`src/rtl/usb_in_ep_pkg.sv`:
```
package usb_in_ep_pkg;

  localparam logic [1:0] RA_DATA  = 2'd0;
  localparam logic [1:0] RA_COUNT = 2'd1;
  localparam logic [1:0] RA_STAT  = 2'd2;
  localparam logic [1:0] RA_CTRL  = 2'd3;

  localparam int ST_SEQ_BIT   = 7;
  localparam int ST_OVW_BIT   = 3;
  localparam int ST_OWN_BIT   = 0;
  localparam int CT_FLUSH_BIT = 7;
  localparam int CT_REL_BIT   = 4;

  // Length written by firmware, limited to the store depth
  function automatic int unsigned clamp_len(input int unsigned v, input int unsigned depth);
    return (v > depth) ? depth : v;
  endfunction

  // Toggle update: clear beats forced value beats ACK flip
  function automatic logic next_toggle(input logic cur, input logic clr, input logic ovw,
                                       input logic ovw_val, input logic ack);
    if (clr)      return 1'b0;
    else if (ovw) return ovw_val;
    else if (ack) return ~cur;
    else          return cur;
  endfunction

  function automatic logic [7:0] pack_status(input logic seq, input logic owns);
    logic [7:0] r;
    r = 8'h00;
    r[ST_SEQ_BIT] = seq;
    r[ST_OWN_BIT] = owns;
    return r;
  endfunction

  function automatic logic [7:0] pack_ctrl(input logic flush_p, input logic rel_p);
    logic [7:0] r;
    r = 8'h00;
    r[CT_FLUSH_BIT] = flush_p;
    r[CT_REL_BIT]   = rel_p;
    return r;
  endfunction

endpackage

```
`src/rtl/ep_byte_store.sv`:
```
module ep_byte_store #(
  parameter int DW    = 8,
  parameter int DEPTH = 64,
  localparam int AW   = $clog2(DEPTH),
  localparam int PW   = $clog2(DEPTH + 1)
) (
  input  logic          clk,
  input  logic          rst_n,
  input  logic          push,
  input  logic [DW-1:0] push_data,
  input  logic          pop,
  input  logic [PW-1:0] rd_limit,
  input  logic          ptr_clr,
  input  logic          rd_rewind,
  output logic [DW-1:0] rd_data,
  output logic [PW-1:0] wr_ptr,
  output logic [PW-1:0] rd_ptr
);

  logic [DW-1:0] mem [DEPTH];
  logic          push_ok, pop_ok;

  assign push_ok = push && (wr_ptr < PW'(DEPTH));
  assign pop_ok  = pop  && (rd_ptr < rd_limit);

  always_ff @(posedge clk) begin
    if (push_ok && !ptr_clr) mem[wr_ptr[AW-1:0]] <= push_data;
  end

  always_ff @(posedge clk) begin
    if (!rst_n) begin
      wr_ptr <= '0;
      rd_ptr <= '0;
    end else if (ptr_clr) begin
      wr_ptr <= '0;
      rd_ptr <= '0;
    end else begin
      if (push_ok)        wr_ptr <= wr_ptr + 1'b1;
      if (rd_rewind)      rd_ptr <= '0;
      else if (pop_ok)    rd_ptr <= rd_ptr + 1'b1;
    end
  end

  assign rd_data = (rd_ptr < PW'(DEPTH)) ? mem[rd_ptr[AW-1:0]] : '0;

endmodule

```
`src/rtl/ep_toggle.sv`:
```
module ep_toggle (
  input  logic clk,
  input  logic rst_n,
  input  logic clr,
  input  logic ovw,
  input  logic ovw_val,
  input  logic ack,
  output logic seq
);
  import usb_in_ep_pkg::*;

  always_ff @(posedge clk) begin
    if (!rst_n) seq <= 1'b0;
    else        seq <= next_toggle(seq, clr, ovw, ovw_val, ack);
  end

endmodule

```
`src/rtl/ep_owner_ctrl.sv`:
```
module ep_owner_ctrl (
  input  logic clk,
  input  logic rst_n,
  input  logic req_release,
  input  logic req_flush,
  input  logic usb_ack,
  input  logic usb_timeout,
  output logic usb_owns,
  output logic rel_pend,
  output logic flush_pend,
  output logic ev_release,
  output logic ev_flush,
  output logic ev_ack,
  output logic ev_retry,
  output logic fw_can
);

  assign ev_flush   = flush_pend;
  assign ev_release = rel_pend && !flush_pend;
  assign ev_ack     = usb_ack && usb_owns && !flush_pend;
  assign ev_retry   = usb_timeout && usb_owns && !flush_pend && !usb_ack;
  assign fw_can     = !usb_owns && !rel_pend && !flush_pend;

  always_ff @(posedge clk) begin
    if (!rst_n) begin
      usb_owns   <= 1'b0;
      rel_pend   <= 1'b0;
      flush_pend <= 1'b0;
    end else if (ev_flush) begin
      usb_owns   <= 1'b0;
      rel_pend   <= 1'b0;
      flush_pend <= 1'b0;
    end else begin
      if (req_flush) flush_pend <= 1'b1;
      if (ev_release) begin
        rel_pend <= 1'b0;
        usb_owns <= 1'b1;
      end else if (req_release && fw_can && !req_flush) begin
        rel_pend <= 1'b1;
      end
      if (ev_ack) usb_owns <= 1'b0;
    end
  end

endmodule

```
`src/rtl/usb_in_ep_buf.sv`:
```
module usb_in_ep_buf #(
  parameter int DW    = 8,
  parameter int DEPTH = 64,
  localparam int CNT_W = $clog2(DEPTH + 1)
) (
  input  logic             clk,
  input  logic             rst_n,
  input  logic             reg_wr,
  input  logic [1:0]       reg_addr,
  input  logic [7:0]       reg_wdata,
  output logic [7:0]       reg_rdata,
  input  logic             in_token,
  input  logic             usb_byte_req,
  input  logic             usb_ack,
  input  logic             usb_timeout,
  output logic             usb_nak,
  output logic             usb_ready,
  output logic             usb_seq,
  output logic [CNT_W-1:0] usb_len,
  output logic [DW-1:0]    usb_byte
);
  import usb_in_ep_pkg::*;

  logic             usb_owns, rel_pend, flush_pend, fw_can;
  logic             ev_release, ev_flush, ev_ack, ev_retry, ev_ovw;
  logic             wr_data, wr_cnt, wr_stat, wr_ctl;
  logic             seq;
  logic [CNT_W-1:0] cnt_q;
  logic [CNT_W-1:0] wr_ptr, rd_ptr;

  assign wr_data = reg_wr && (reg_addr == RA_DATA);
  assign wr_cnt  = reg_wr && (reg_addr == RA_COUNT);
  assign wr_stat = reg_wr && (reg_addr == RA_STAT);
  assign wr_ctl  = reg_wr && (reg_addr == RA_CTRL);
  assign ev_ovw  = wr_stat && reg_wdata[ST_OVW_BIT];

  ep_owner_ctrl u_ctrl (
    .clk         (clk),
    .rst_n       (rst_n),
    .req_release (wr_ctl && reg_wdata[CT_REL_BIT]),
    .req_flush   (wr_ctl && reg_wdata[CT_FLUSH_BIT] && !flush_pend),
    .usb_ack     (usb_ack),
    .usb_timeout (usb_timeout),
    .usb_owns    (usb_owns),
    .rel_pend    (rel_pend),
    .flush_pend  (flush_pend),
    .ev_release  (ev_release),
    .ev_flush    (ev_flush),
    .ev_ack      (ev_ack),
    .ev_retry    (ev_retry),
    .fw_can      (fw_can)
  );

  ep_byte_store #(.DW(DW), .DEPTH(DEPTH)) u_store (
    .clk       (clk),
    .rst_n     (rst_n),
    .push      (wr_data && fw_can),
    .push_data (reg_wdata[DW-1:0]),
    .pop       (usb_byte_req && usb_owns),
    .rd_limit  (cnt_q),
    .ptr_clr   (ev_flush || ev_ack),
    .rd_rewind (ev_release || ev_retry),
    .rd_data   (usb_byte),
    .wr_ptr    (wr_ptr),
    .rd_ptr    (rd_ptr)
  );

  ep_toggle u_toggle (
    .clk     (clk),
    .rst_n   (rst_n),
    .clr     (ev_flush),
    .ovw     (ev_ovw),
    .ovw_val (reg_wdata[ST_SEQ_BIT]),
    .ack     (ev_ack),
    .seq     (seq)
  );

  always_ff @(posedge clk) begin
    if (!rst_n)                cnt_q <= '0;
    else if (ev_flush)         cnt_q <= '0;
    else if (wr_cnt && fw_can) cnt_q <= CNT_W'(clamp_len(32'(reg_wdata), DEPTH));
  end

  always_comb begin
    unique case (reg_addr)
      RA_COUNT: reg_rdata = 8'(cnt_q);
      RA_STAT:  reg_rdata = pack_status(seq, usb_owns);
      RA_CTRL:  reg_rdata = pack_ctrl(flush_pend, rel_pend);
      default:  reg_rdata = 8'h00;
    endcase
  end

  assign usb_nak   = in_token && !usb_owns;
  assign usb_ready = usb_owns;
  assign usb_seq   = seq;
  assign usb_len   = cnt_q;

endmodule

```
`config.mk`:
```
export PLATFORM = sky130hd
export DESIGN_NAME = usb_in_ep_buf
export DESIGN_NICKNAME = d
export VERILOG_FILES = /design/src/rtl/usb_in_ep_pkg.sv /design/src/rtl/ep_byte_store.sv /design/src/rtl/ep_toggle.sv /design/src/rtl/ep_owner_ctrl.sv /design/src/rtl/usb_in_ep_buf.sv
export SDC_FILE = /design/constraint.sdc
export NUM_CORES = 1
export LEC_CHECK = 0
export BUFFER_PORTS_ARGS = -buffer_cell sky130_fd_sc_hd__buf_2
export CORE_MARGIN = 2
export CORE_UTILIZATION = 49
export CTS_CLUSTER_SIZE = 24
export DETAILED_ROUTE_END_ITERATION = 8
export GPL_TIMING_DRIVEN = 1
export HOLD_SLACK_MARGIN = 0.1
export PLACE_DENSITY = 0.75
export SLEW_MARGIN = 20
export SYNTH_ARGS = -nofsm -noshare
export SYNTH_HDL_FRONTEND = slang
export SYNTH_SLANG_ARGS = --single-unit
export TNS_END_PERCENT = 1
```
`constraint.sdc`:
```
create_clock -name clk -period 7.82 [get_ports clk]
set_clock_uncertainty 0.2 [all_clocks]
set_input_delay 0.782 -clock clk [delete_from_list [all_inputs] [get_ports clk]]
set_output_delay 0.782 -clock clk [all_outputs]
set_load 0.005 [all_outputs]
```
After elaboration in Yosys (flattened, before gate mapping)
Memories as Yosys holds them, arrays and structs flattened. A register that Yosys moved wholly into a read port is not among the register bits.
Cells that the tools add are included.
Operators by class
  eq/ne operators: 3
  multiplexer cells: 10
  $add $sub $neg: 2
  reduce and logical (&&, ||, !) cells: 40
  div/mod/pow operators: 0
  shifts and indexed selects: 0
  order comparisons: 4
  multiply operators: 0
  bitwise gates (word level): 2
Operators by type and width (number)
  logical AND 1 bit: 25
  one-hot mux 8 bit (3 select lines): 1
  adder 7 x 1 -> 7 bit (second input constant): 2
  less-than comparator 7 bit (second input constant): 2
  two-way mux 6 bit: 2
  OR reduction 3 bit: 3
  > comparator 8 x 7 -> 1 bit (second input constant): 1
  two-way mux 8 bit: 1
  less-than comparator 7 bit: 1
  two-way mux 7 bit: 1
  zero test 1 bit: 6
  two-way mux 1 bit: 5
  == test 2 bit (second input constant): 2
  OR reduction 2 bit: 2
  == test 2 x 1 -> 1 bit (second input constant): 1
  zero test 2 bit: 1
  logical OR 1 bit: 2
  inverter 1 bit: 2
  nonzero test 2 bit: 1
Storage, ports and cells
  input bits: 17
  register bits after elaboration: 25
  memories kept: 1
  bits in latches: 0
  word-level logic and storage cells: 69
  output and inout bits: 26
  RAM bits: 512
  ROM bits: 0
Memories
  u_store.mem: words 64, bits a word 8, read ports 1, clocked after memory_dff 1, write ports 1, RTL line ep_byte_store.sv:20  | logic [DW-1:0] mem [DEPTH];

Longest topological paths before layout
  depth in word-level cells: 8
  depth in mapped cells: 9
  gate-level depth less buffers: 8

Cells and area by module
A second synthesis with hierarchy kept.
Second synthesis, totals
  cells, all modules: 1089
  area total of the unflattened synthesis: 21396.8 µm²
By module, submodules not included
  ep_byte_store: instances 1, area an instance 20731.1 µm², cells each 1011
  usb_in_ep_buf: instances 1, area an instance 451.7 µm², cells each 58
  ep_owner_ctrl: instances 1, area an instance 163.9 µm², cells each 15
  ep_toggle: instances 1, area an instance 50.0 µm², cells each 5

Worst setup path before layout
No wires, ideal clock.
  kind: in2reg
  start point: in reg_wr
  end point: mem u_store.mem[56][0], enable pin
  required time: 7.250 ns
  stages: 5
  arrival time: 2.484 ns
  slack: 4.766 ns
  library setup time: 0.370 ns
  path through: or4b_4 -> nor4_4 -> and3_1 -> nand2_1 -> nor2_1
On the way
  longest elaborated chain between the ends: 6
Ends and longest elaborated chain
  start: declaration: RTL line usb_in_ep_buf.sv:8  | input logic reg_wr,
  logical AND 1 bit: RTL line usb_in_ep_buf.sv:31  | assign wr_data = reg_wr && (reg_addr == RA_DATA);
  logical AND 1 bit: RTL line usb_in_ep_buf.sv:57  | .push (wr_data && fw_can),
  logical AND 1 bit: RTL line ep_byte_store.sv:23  | assign push_ok = push && (wr_ptr < PW'(DEPTH));
  logical AND 1 bit: RTL line ep_byte_store.sv:27  | if (push_ok && !ptr_clr) mem[wr_ptr[AW-1:0]] <= push_data;
  two-way mux 1 bit: RTL line ep_byte_store.sv:27
  two-way mux 1 bit (not written as such): RTL line ep_byte_store.sv:27
  end: declaration: RTL line ep_byte_store.sv:20
No other way between the ends.

==> results.cfg <==
[die]
core-area_um2 = 42980
chipWidth_um = 212.6
dieArea_um2 = 45220
fp.dieH_um = 212.6
row_count = 76
start_util_pct = 49.63
io_pins = 43

[cells_and_area]
drive_gt1_share_pct = 22.20
fin_cells = 1801
fin_util_pct = 55.50
area_delta_synth_final_pct = 11.84
fin_nets = 1199
antenna_cells = 0

[yosys]
synth_warnings = 0
seq_area_frac_synth_pct = 74.99
synth_top_flop_cell = edfxtp_1
netlist_instances = 1119
synth.distinct_cells = 46
async_flop_share_pct = 0
synth_edf_count = 512
ys_ff_latch = 543
synth_area_per_cell_um2 = 19.06
syn-num-nets = 1144
syn_area_um2 = 21330

[detailed_routing]
via_count = 10950
wl_per_cell_um = 25.76
ant_nets = 0
drcViolationCount = 0
drtPass1Iterations = 5
initialDrtViolationCount = 1347
avgViaCountPerCell = 6.078
drt_wl_total_um = 46400

[cts]
cts_tree = yes
clk_pin_slew_ns = 0.06
cts_sinks = 543
cts_buffers = 53
cts_resized = 0
root_buffer = clkbuf_16
hold_buffers = 0
cts_setup_buffers = 0
h-tree-depth = 2
clock_latency_ns = 0.60
clk_path_buf_depth = 3

[worst_setup_path]
worst-path-max-fanout = 62
cp.required_ns = 6.84
rr_worst_depth = 4
worstSetupStartpointType = flip-flop
crit_arrival_ns = 3.96
critical_path_class = flip-flop to primary output
cp-end-kind = primary output

[status]
outcome = completed

[job]
drv_cap = 0

[sta]
relSlewSlack_pct = 25.37
setup_tns_ns = 0
fin_crit_sh_pct = 63.15
worstMarginPinSlew_ns = 1.115
finalHoldViolCount = 0
slew_violations = 0
fmaxAchievable_mhz = 202.5
rsz0062_at_grt = no
min_period_ns = 4.939
finalSetupViolCount = 0

[place]
post-dp-hpwl_um = 27490
port_buffers = 42
place_congestion = 0.8469
dp.cells = 1704

[global_routing]
grt_overflow = 0
grt_pass1_vias = 10770
grt_max_degree = 70
grt_pass1_wl_um = 68940
antenna_found_initial = 0
grt_usage_pct = 21.05

[power]
powerDensity_nw_per_um2 = 240.8
ir_drop_mv = 0.1705
finalPower_mw = 5.744
p_leak_nw = 7.273

[hold_path]
hold_depth = 3
min_path_type = input pin to flip-flop
## routing by layer
layer	vias up	part of all wire (%)	track usage, %
met1	5654	41	30.09
met2	544	47	32.20
met5	-	0	0
li1	4650	-	-
met3	99	8.2	4.402
met4	0	3.5	8.006
## sequential cells by signal (all words and copies together), names as in the netlist, named ones only
register,flops
u_store.rd_ptr,7
u_ctrl.ev_flush,1
u_ctrl.usb_owns,1
u_toggle.seq,1
usb_len,7
u_store.mem,512
u_ctrl.rel_pend,1
u_store.wr_ptr,7
## critical path, stage by stage (launching register included)
cell	delay (ns)
dfxtp_4	0.95
buf_4	0.83
mux4_2	0.37
mux2i_1	0.07
nor2_1	0.19
a211oi_1	0.08
o41ai_1	0.59
buf_2	0.22
## power by group
| part | leakage [nW] | internal, mW | switching, mW |
|---|---|---|---|
| Clock | 0.828 | 1.42 | 1.06 |
| Combinational | 1.59 | 0.0156 | 0.0629 |
| Sequential | 4.85 | 3.18 | 0.00246 |
## Yosys cell counts, types with 9 or more instances
master / count / area [um^2]
nand3_1: 19 / 95.09
buf_2: 26 / 130.1
dfxtp_1: 31 / 620.6
o21ai_0: 13 / 65.06
inv_1: 9 / 33.78
nor2_1: 110 / 412.9
mux4_2: 123 / 2770
edfxtp_1: 512 / 15370
and2_1: 9 / 56.30
nand2_1: 30 / 112.6
mux2i_1: 30 / 300.3
nor3_1: 11 / 55.05
clkbuf_1: 22 / 82.58
nor2b_1: 22 / 137.6
a21oi_1: 35 / 175.2
a22oi_1: 31 / 232.7
## stage by stage
| stage | hold slack (ns) | setup slack, ns | instance area, um^2 |
|---|---|---|---|
| 6_report | 0.2550 | 2.881 | 23860 |
| 5_1_grt | 0.2627 | 2.703 | 23860 |
| 4_1_cts | 0.2390 | 2.807 | 23850 |
| 3_5_place_dp | 0.3244 | 3.448 | 22160 |
| 3_3_place_gp | 0.3168 | 3.447 | 22160 |
| 2_1_floorplan | 0.2955 | 4.766 | 21330 |
## area by class of cell
class	count	area, um^2
tap	585	732.0
clock inverter	35	321.6
sequential	543	16010
clock buffer	62	1370
inverter	9	33.78
fill	3231	19120
multi-input combinational	511	5064
timing repair buffer	56	327.8
## path summary, 6_finish.rpt
kind / start / to / slack, ns
setup / recovery: flip-flop / usb_byte[0] / 2.88
hold / removal: reg_wr / u_ctrl.ev_flush / 0.26
hold reg to reg: u_store.wr_ptr[6] / u_store.wr_ptr[6] / 0.34
setup reg to reg: u_ctrl.usb_owns / u_store.mem[23][5] / 4.03
## kinds of logic (layout without fill, tap and decap cells)
| group | after synthesis | after routing | share of synthesized area [%] |
|---|---|---|---|
| multiplexers | 155 | 155 | 14.50 |
| adder cells (fa/ha/maj) | 8 | 8 | 0.4693 |
| XOR/XNOR | 6 | 6 | 0.2464 |
| buffers and inverters | 65 | 162 | 1.296 |
| AND/OR/NAND/NOR | 235 | 235 | 5.285 |
| AO/OA/AOI/OAI | 107 | 107 | 3.215 |
| flip-flops | 543 | 543 | 74.99 |
## placed cells by master (no fill, tap or decap), drive strengths merged, types with 11 or more instances in the layout
| cell | instances |
|---|---|
| nor3 | 11 |
| mux4 | 123 |
| inv | 11 |
| o21ai | 14 |
| a22oi | 31 |
| nand3 | 20 |
| nor2 | 110 |
| edfxtp | 512 |
| dfxtp | 31 |
| mux2i | 30 |
| nor2b | 22 |
| a21oi | 35 |
| nand2 | 30 |
| buf | 56 |
| clkbuf | 62 |
| clkinv | 26 |
Power figures use the tool's default switching activity.
